$ cat src/rtl/lru_pkg.sv
package lru_pkg;

  typedef struct packed {
    logic update;
  } ctrlStrobes_t;

  function automatic int pairIdx(input int i, input int j, input int n);
    return i * n - (i * (i + 1)) / 2 + (j - i - 1);
  endfunction

endpackage

$ cat src/rtl/lru_matrix_dp.sv
module lru_matrix_dp #(
  parameter int NUM_WAYS = 4,
  parameter int WAY_W = (NUM_WAYS > 1) ? $clog2(NUM_WAYS) : 1,
  localparam int NUM_PAIRS = (NUM_WAYS * (NUM_WAYS - 1)) / 2
) (
  input  logic                      clk,
  input  logic                      rst_n,
  input  lru_pkg::ctrlStrobes_t     strobes,
  input  logic [WAY_W-1:0]          accessWay,
  output logic [NUM_PAIRS-1:0]      orderBits,
  output logic [NUM_WAYS-1:0]       lruVec
);

  logic [NUM_PAIRS-1:0] nextBits;

  always_comb begin
    int aw;
    aw = int'(accessWay);
    nextBits = orderBits;
    if (strobes.update) begin
      for (int i = 0; i < NUM_WAYS; i++) begin
        for (int j = i + 1; j < NUM_WAYS; j++) begin
          if (i == aw) begin
            nextBits[lru_pkg::pairIdx(i, j, NUM_WAYS)] = 1'b1;
          end else if (j == aw) begin
            nextBits[lru_pkg::pairIdx(i, j, NUM_WAYS)] = 1'b0;
          end
        end
      end
    end
  end

  always_ff @(posedge clk) begin
    if (!rst_n) begin
      orderBits <= '0;
    end else begin
      orderBits <= nextBits;
    end
  end

  // A way is oldest when it is newer than nobody (stored row all zero)
  // and everybody below it is newer (stored column all one).
  always_comb begin
    for (int k = 0; k < NUM_WAYS; k++) begin
      lruVec[k] = 1'b1;
      for (int j = k + 1; j < NUM_WAYS; j++) begin
        if (orderBits[lru_pkg::pairIdx(k, j, NUM_WAYS)]) lruVec[k] = 1'b0;
      end
      for (int i = 0; i < k; i++) begin
        if (!orderBits[lru_pkg::pairIdx(i, k, NUM_WAYS)]) lruVec[k] = 1'b0;
      end
    end
  end

endmodule

$ cat src/rtl/lru_ctrl.sv
module lru_ctrl #(
  parameter int NUM_WAYS = 4,
  parameter int WAY_W = (NUM_WAYS > 1) ? $clog2(NUM_WAYS) : 1
) (
  input  logic                   accessValid,
  input  logic [WAY_W-1:0]       accessWay,
  input  logic [NUM_WAYS-1:0]    wayValid,
  input  logic [NUM_WAYS-1:0]    lruVec,
  output lru_pkg::ctrlStrobes_t  strobes,
  output logic [WAY_W-1:0]       victimWay
);

  always_comb begin
    strobes.update = accessValid && (int'(accessWay) < NUM_WAYS);
  end

  always_comb begin
    victimWay = '0;
    if (!(&wayValid)) begin
      for (int k = NUM_WAYS - 1; k >= 0; k--) begin
        if (!wayValid[k]) victimWay = WAY_W'(k);
      end
    end else begin
      for (int k = NUM_WAYS - 1; k >= 0; k--) begin
        if (lruVec[k]) victimWay = WAY_W'(k);
      end
    end
  end

endmodule

$ cat src/rtl/lru_matrix_tracker.sv
module lru_matrix_tracker #(
  parameter int NUM_WAYS = 4,
  parameter int WAY_W = (NUM_WAYS > 1) ? $clog2(NUM_WAYS) : 1
) (
  input  logic                 clk,
  input  logic                 rst_n,
  input  logic                 accessValid,
  input  logic [WAY_W-1:0]     accessWay,
  input  logic [NUM_WAYS-1:0]  wayValid,
  output logic [WAY_W-1:0]     victimWay
);

  localparam int NUM_PAIRS = (NUM_WAYS * (NUM_WAYS - 1)) / 2;

  lru_pkg::ctrlStrobes_t strobes;
  logic [NUM_PAIRS-1:0]  orderBits;
  logic [NUM_WAYS-1:0]   lruVec;

  lru_ctrl #(.NUM_WAYS(NUM_WAYS), .WAY_W(WAY_W)) u_ctrl (
    .accessValid (accessValid),
    .accessWay   (accessWay),
    .wayValid    (wayValid),
    .lruVec      (lruVec),
    .strobes     (strobes),
    .victimWay   (victimWay)
  );

  lru_matrix_dp #(.NUM_WAYS(NUM_WAYS), .WAY_W(WAY_W)) u_dp (
    .clk       (clk),
    .rst_n     (rst_n),
    .strobes   (strobes),
    .accessWay (accessWay),
    .orderBits (orderBits),
    .lruVec    (lruVec)
  );

endmodule

$ cat config.mk
export PLATFORM = sky130hd
export DESIGN_NAME = lru_matrix_tracker
export DESIGN_NICKNAME = d
export VERILOG_FILES = /design/src/rtl/lru_pkg.sv /design/src/rtl/lru_matrix_dp.sv /design/src/rtl/lru_ctrl.sv /design/src/rtl/lru_matrix_tracker.sv
export SDC_FILE = /design/constraint.sdc
export NUM_CORES = 1
export LEC_CHECK = 0
export BUFFER_PORTS_ARGS = -buffer_cell sky130_fd_sc_hd__buf_2
export CORE_AREA = 2 2 39 41
export DETAILED_ROUTE_END_ITERATION = 7
export DIE_AREA = 0 0 41 43
export GPL_TIMING_DRIVEN = 0
export HOLD_SLACK_MARGIN = 0.02
export PLACE_DENSITY_LB_ADDON = 0.3
export SYNTH_ARGS = -nofsm -noshare
export SYNTH_HDL_FRONTEND = slang
export SYNTH_SLANG_ARGS = --single-unit
$ cat constraint.sdc
create_clock -name clk -period 1 [get_ports clk]
set_input_delay 0.1 -clock clk [delete_from_list [all_inputs] [get_ports clk]]
set_output_delay 0.1 -clock clk [all_outputs]
set_load 0.01 [all_outputs]
==> Yosys cells after proc, flatten, opt, wreduce, memory -nomap -nowiden <==
Cells that the tools add are included.
{ "word_totals": {"input_bits": 9, "regBits": 6, "word_cells": 53, "out_inout_bits": 2} }
{ "classes": {"n_eq_ne": 3, "muxes": 30, "reduce_logical": 14} }
{ "ops": {"columns": ["operator", "n"], "rows": [
  ["$mux 1", 21],
  ["$mux 2", 9],
  ["$reduce_and 2->1", 6],
  ["$reduce_bool 2->1", 6],
  ["$eq 2x2->1 const A", 2],
  ["$reduce_and 4->1", 1],
  ["$eq 1x2->1 const A", 1],
  ["$logic_not 2->1", 1]
]} }

==> Longest topological paths before layout <==
{ "logic_depth": {"word_depth": 8, "depth_mapped": 5} }

==> Cells and area by module <==
Synthesis repeated with hierarchy kept, for this count alone.
{ "hier_totals": {"cells_unflattened": 49, "hier_area_um2": 396.6} }
{ "by_module_without_submodules": {"columns": ["module", "instances", "cells_each", "seq_area_each_um2", "area_per_inst_um2"], "rows": [
  ["lru_matrix_dp", 1, 38, 120.1, 334.1],
  ["lru_ctrl", 1, 11, 0.0, 62.6]
]} }

==> Least setup slack after synthesis <==
No wires, ideal clock.
{ "synth_path": {"kind": "input port to flip-flop", "startpoint": "in accessWay[0]", "endpoint": "reg u_dp.orderBits[2]", "n_path_buf": 0, "cell_stages": 5, "path_slack_ns": 0.132, "setup_ns": 0.116, "t_arrival_ns": 0.752, "t_required_ns": 0.884, "cell_sequence": "inv_1 -> ha_1 -> nand2b_1 -> mux2i_1 -> nor2b_1"} }
{ "synth_via": {"elab_chain_cells": 3, "word_cells_on_any_way": 5, "classes_between": "1 x eq/ne; 1 x mux; 3 x reduce/logical"} }
{ "synth_rtl": {"columns": ["item", "line_no", "source"], "rows": [
  ["start: declaration", "lru_matrix_tracker.sv:8", "input logic [WAY_W-1:0] accessWay,"],
  ["$eq 1x2->1 or $logic_not 2->1 (tied branches)", "lru_matrix_dp.sv:25, lru_matrix_dp.sv:23", null],
  ["$reduce_bool 2->1 (no line)", null, null],
  ["$reduce_and 2->1 (no line)", null, null],
  ["end signal: assignment", "lru_matrix_dp.sv:37", "orderBits <= nextBits;"],
  ["end: declaration", "lru_matrix_dp.sv:10", "output logic [NUM_PAIRS-1:0] orderBits,"]
]} }
Parallel ways exist; a longest one is shown, timed or not.
A chain may end at the register's enable or synchronous reset.

==> Worst setup path after layout <==
{ "layout_path": {"startpoint": "reg u_dp.orderBits[5]", "endpoint": "out victimWay[1]"} }
{ "layout_via": {"elab_chain_cells": 7, "word_cells_on_any_way": 9, "classes_between": "9 x mux"} }
{ "layout_rtl": {"columns": ["item", "line_no", "source"], "rows": [
  ["$mux 1", "lru_matrix_dp.sv:47", "if (orderBits[lru_pkg::pairIdx(k, j, NUM_WAYS)]) lruVec[k] = 1'b0;"],
  ["$mux 1 (2 in series)", "lru_matrix_dp.sv:50", "if (!orderBits[lru_pkg::pairIdx(i, k, NUM_WAYS)]) lruVec[k] = 1'b0;"],
  ["$mux 2 * (3 in series)", "lru_ctrl.sv:25", "if (lruVec[k]) victimWay = WAY_W'(k);"],
  ["$mux 2 *", "lru_ctrl.sv:19", "if (!(&wayValid)) begin"],
  ["end: declaration", "lru_matrix_tracker.sv:10", "output logic [WAY_W-1:0] victimWay"]
]} }
Mark *: on every way between the ends. The rest lies on a longest branch, timed or not.

==> flow_summary.html <==
<table>
<tr><th>Metric</th><th>Value</th></tr>
<tr><th colspan="2">Drt</th></tr>
<tr><td>Router iterations before antenna repair</td><td>4</td></tr>
<tr><td>Count of vias placed by the detailed router</td><td>312</td></tr>
<tr><td>Number of nets with antenna violations after detailed routing</td><td>0</td></tr>
<tr><td>Number of remaining DRC errors</td><td>0</td></tr>
<tr><td>Initial DRC count</td><td>5</td></tr>
<tr><td>Via count normalized by instance count</td><td>4.59</td></tr>
<tr><td>Average wire per cell in the routed design</td><td>9.60 microns</td></tr>
<tr><td>Wire length reported by the detailed router</td><td>653 microns</td></tr>
<tr><th colspan="2">Clocking</th></tr>
<tr><td>Clock Path Buffers</td><td>2</td></tr>
<tr><td>Setup Buffers After CTS</td><td>0</td></tr>
<tr><td>Number of buffers added to fix hold violations after cts</td><td>0</td></tr>
<tr><td>CTS sink count</td><td>6</td></tr>
<tr><td>Clock tree from TritonCTS</td><td>yes</td></tr>
<tr><td>Depth of the CTS H-tree</td><td>1</td></tr>
<tr><td>Number of buffers inserted during clock tree synthesis</td><td>3</td></tr>
<tr><td>Root buffer cell</td><td>clkbuf_4</td></tr>
<tr><td>Clock insertion delay at the later pin of the skew report</td><td>0.24 ns</td></tr>
<tr><td>Clock transition at the registers of the reported paths</td><td>0.05 ns</td></tr>
<tr><th colspan="2">Synthesis</th></tr>
<tr><td>Top-area cell type share of the netlist area</td><td>36.4%</td></tr>
<tr><td>Netlist Area Pre-Place</td><td>330 sq um</td></tr>
<tr><td>Fraction of the yosys area taken by sequential cells</td><td>36.4%</td></tr>
<tr><td>Number of nets in the synthesized netlist</td><td>52</td></tr>
<tr><td>Total number of yosys warnings</td><td>0</td></tr>
<tr><td>Per-instance average area after synthesis</td><td>8.47 sq um</td></tr>
<tr><td>Area contributors post-synth</td><td>dfxtp_1 (36%), ha_1 (15%), nand2_1 (13%)</td></tr>
<tr><td>Seq cells post-synth</td><td>6</td></tr>
<tr><td>Yosys top cell by area</td><td>dfxtp_1</td></tr>
<tr><td>Synth cell types</td><td>13</td></tr>
<tr><td>Number of instances in the synthesized netlist</td><td>39</td></tr>
<tr><th colspan="2">STA</th></tr>
<tr><td>Actual slew at the worst max-slew pin</td><td>0.194 ns</td></tr>
<tr><td>Post-route minimum period</td><td>1.11 ns</td></tr>
<tr><td>Final max-slew violation count</td><td>0</td></tr>
<tr><td>Share of the clock period used by the worst path after layout</td><td>111%</td></tr>
<tr><td>Unrepaired setup endpoints after global routing</td><td>yes</td></tr>
<tr><td>Number of hold-slack violations in the final timing report</td><td>0</td></tr>
<tr><td>Hold Slack</td><td>0.136 ns</td></tr>
<tr><td>Fmax</td><td>0.899 GHz</td></tr>
<tr><td>Minimum setup slack in the final design</td><td>-0.112 ns</td></tr>
<tr><td>Skew final</td><td>0 ns</td></tr>
<tr><td>Relative slew slack</td><td>86.9%</td></tr>
<tr><td>Setup Viol. Count Final</td><td>2</td></tr>
<tr><td>Fin Setup TNS</td><td>-0.222 ns</td></tr>
<tr><th colspan="2">Setup path</th></tr>
<tr><td>Worst Setup Start Kind</td><td>flop</td></tr>
<tr><td>Cells traversed along the worst timing path</td><td>nand3b_1 -&gt; a41oi_2 -&gt; buf_2</td></tr>
<tr><td>Critical setup path kind</td><td>reg2out</td></tr>
<tr><td>Worst path arrival time</td><td>1.01 ns</td></tr>
<tr><td>Maximum single-stage delay on the critical path</td><td>0.33 ns</td></tr>
<tr><td>Buffering stage count on the worst path with inverters included</td><td>1</td></tr>
<tr><td>Required time of the critical path</td><td>0.90 ns</td></tr>
<tr><td>Family with the most delay on the worst path</td><td>flip-flops</td></tr>
<tr><td>Slowest stage cell, crit path</td><td>dfxtp_2</td></tr>
<tr><td>Largest fanout on the critical path</td><td>3</td></tr>
<tr><td>Worst Setup End Kind</td><td>output pin</td></tr>
<tr><td>Setup slack on the worst flop-to-flop path</td><td>0.37 ns</td></tr>
<tr><th colspan="2">Power and ir drop</th></tr>
<tr><td>Power per unit of standard cell area</td><td>1250 nW/um^2</td></tr>
<tr><td>Total power</td><td>0.570 mW</td></tr>
<tr><td>Max IR drop VDD</td><td>0.380 mV</td></tr>
<tr><td>Standby leakage power</td><td>0.205 nW</td></tr>
<tr><th colspan="2">Global route</th></tr>
<tr><td>Antenna violations before repair</td><td>0</td></tr>
<tr><td>Wire length of the first global-routing pass</td><td>1190 microns</td></tr>
<tr><td>Global-route usage over all layers</td><td>10.6%</td></tr>
<tr><td>Number of global-route vias before repair</td><td>309</td></tr>
<tr><td>Maximum number of pins on one net before global-route repair</td><td>7</td></tr>
<tr><td>Gr ovfl total</td><td>0</td></tr>
<tr><th colspan="2">Die</th></tr>
<tr><td>Placeable core region</td><td>1380 sq um</td></tr>
<tr><td>Die X-Extent</td><td>41 microns</td></tr>
<tr><td>Num rows</td><td>14</td></tr>
<tr><td>Full die area</td><td>1760 sq um</td></tr>
<tr><td>Num ports</td><td>11</td></tr>
<tr><td>Initial Util</td><td>23.9%</td></tr>
<tr><td>Height of the die</td><td>43 microns</td></tr>
<tr><th colspan="2">Cells and area</th></tr>
<tr><td>Register containing the most flip-flops in the final layout</td><td>u_dp.orderBits</td></tr>
<tr><td>Fin util</td><td>32.9%</td></tr>
<tr><td>Post-route insts no fill</td><td>68</td></tr>
<tr><td>Final nets</td><td>67</td></tr>
<tr><td>Diodes inserted</td><td>0</td></tr>
<tr><td>Fin area</td><td>455 sq um</td></tr>
<tr><td>Fraction of layout cells with a size suffix above 1</td><td>38.5%</td></tr>
<tr><td>Layout overhead on the synthesized area</td><td>37.9%</td></tr>
<tr><td>Most common cell after layout, fill and taps aside</td><td>nand2_1</td></tr>
<tr><td>Layout filler cell count</td><td>155</td></tr>
<tr><td>Most used cells in the layout excluding fill and tap cells</td><td>nand2_1 (11), buf_2 (10), a21boi_1 (4), ha_1 (4), dfxtp_2 (4)</td></tr>
<tr><td>Largest registers ranked by flip-flop count</td><td>u_dp.orderBits x6</td></tr>
<tr><td>Number of flip-flops under the largest register name</td><td>6</td></tr>
<tr><th colspan="2">Placement</th></tr>
<tr><td>Placer's final routability congestion estimate</td><td>0.705</td></tr>
<tr><td>Total placed cells including tap cells</td><td>65</td></tr>
<tr><td>Area after DPL</td><td>400 sq um</td></tr>
<tr><td>Post-DP HPWL</td><td>493 microns</td></tr>
<tr><td>Number of port buffers</td><td>10</td></tr>
<tr><td>Pre-CTS setup slack</td><td>-0.0401 ns</td></tr>
<tr><th colspan="2">Run status</th></tr>
<tr><td>Outcome</td><td>complete, but fails checks</td></tr>
<tr><td>Violations in the final reports</td><td>negative setup slack</td></tr>
<tr><th colspan="2">Hold path</th></tr>
<tr><td>Class of the tightest hold or removal check</td><td>in2reg</td></tr>
<tr><th colspan="2">Flow run</th></tr>
<tr><td>Max cap viols</td><td>0</td></tr>
</table>
[metal layers]
layer / part of all wire, % / track usage (%) / routed length (microns)
met1: 45 / 12.3 / 293
met2: 46 / 14.4 / 300
met3: 5.8 / 3.14 / 38
met4: 3.2 / 10.0 / 21
met5: 0 / 0 / 0
[layout make-up]
cell class                      instances  area (sq um)  share of cell area (%)
Multi-Input combinational cell         30           226                    49.7
Sequential cell                         6           125                    27.5
Timing Repair Buffer                   10          50.0                    11.0
Clock buffer                            3          22.5                    4.95
Tap cell                               16          20.0                    4.40
Inverter                                3          11.3                    2.47
[report_power, final]
part	internal [mW]	leakage (nW)	switching, mW
logic	0.0414	0.140	0.0418
registers	0.253	0.0508	0.00992
clock network	0.136	0.0138	0.0881
total	0.430	0.205	0.140
[logic make-up (layout without fill, tap and decap cells)]
| group | count (synthesis) | in the layout | share of synthesized area (%) |
|---|---|---|---|
| multiplexers | 2 | 2 | 6.06 |
| flip-flops | 6 | 6 | 36.4 |
| AND/OR/NAND/NOR | 17 | 17 | 23.1 |
| buffers and inverters | 3 | 16 | 3.41 |
| adder cells (fa/ha/maj) | 4 | 4 | 15.2 |
| AO/OA/AOI/OAI | 7 | 7 | 15.9 |
[repair_timing]
action,CTS,global route
gates resized for setup,7,1
setup endpoints to repair,2,2
cloned,0,0
pin swaps,4,0
[worst paths after layout]
kind	end	cells past startpoint	start
max	victimWay[1]	3	u_dp.orderBits[5]
min	u_dp.orderBits[3]	2	rst_n
max reg2reg	u_dp.orderBits[2]	2	u_dp.orderBits[2]
min reg2reg	u_dp.orderBits[1]	2	u_dp.orderBits[1]
[synthesized netlist by cell type (all sizes together)]
cell type / count
dfxtp: 6
a41oi: 2
nand3b: 1
nor2: 1
nand2: 11
nand2b: 1
a21boi: 4
o21ai: 1
nand3: 1
nor2b: 2
inv: 3
ha: 4
mux2i: 2
Power figures use the tool's default switching activity.
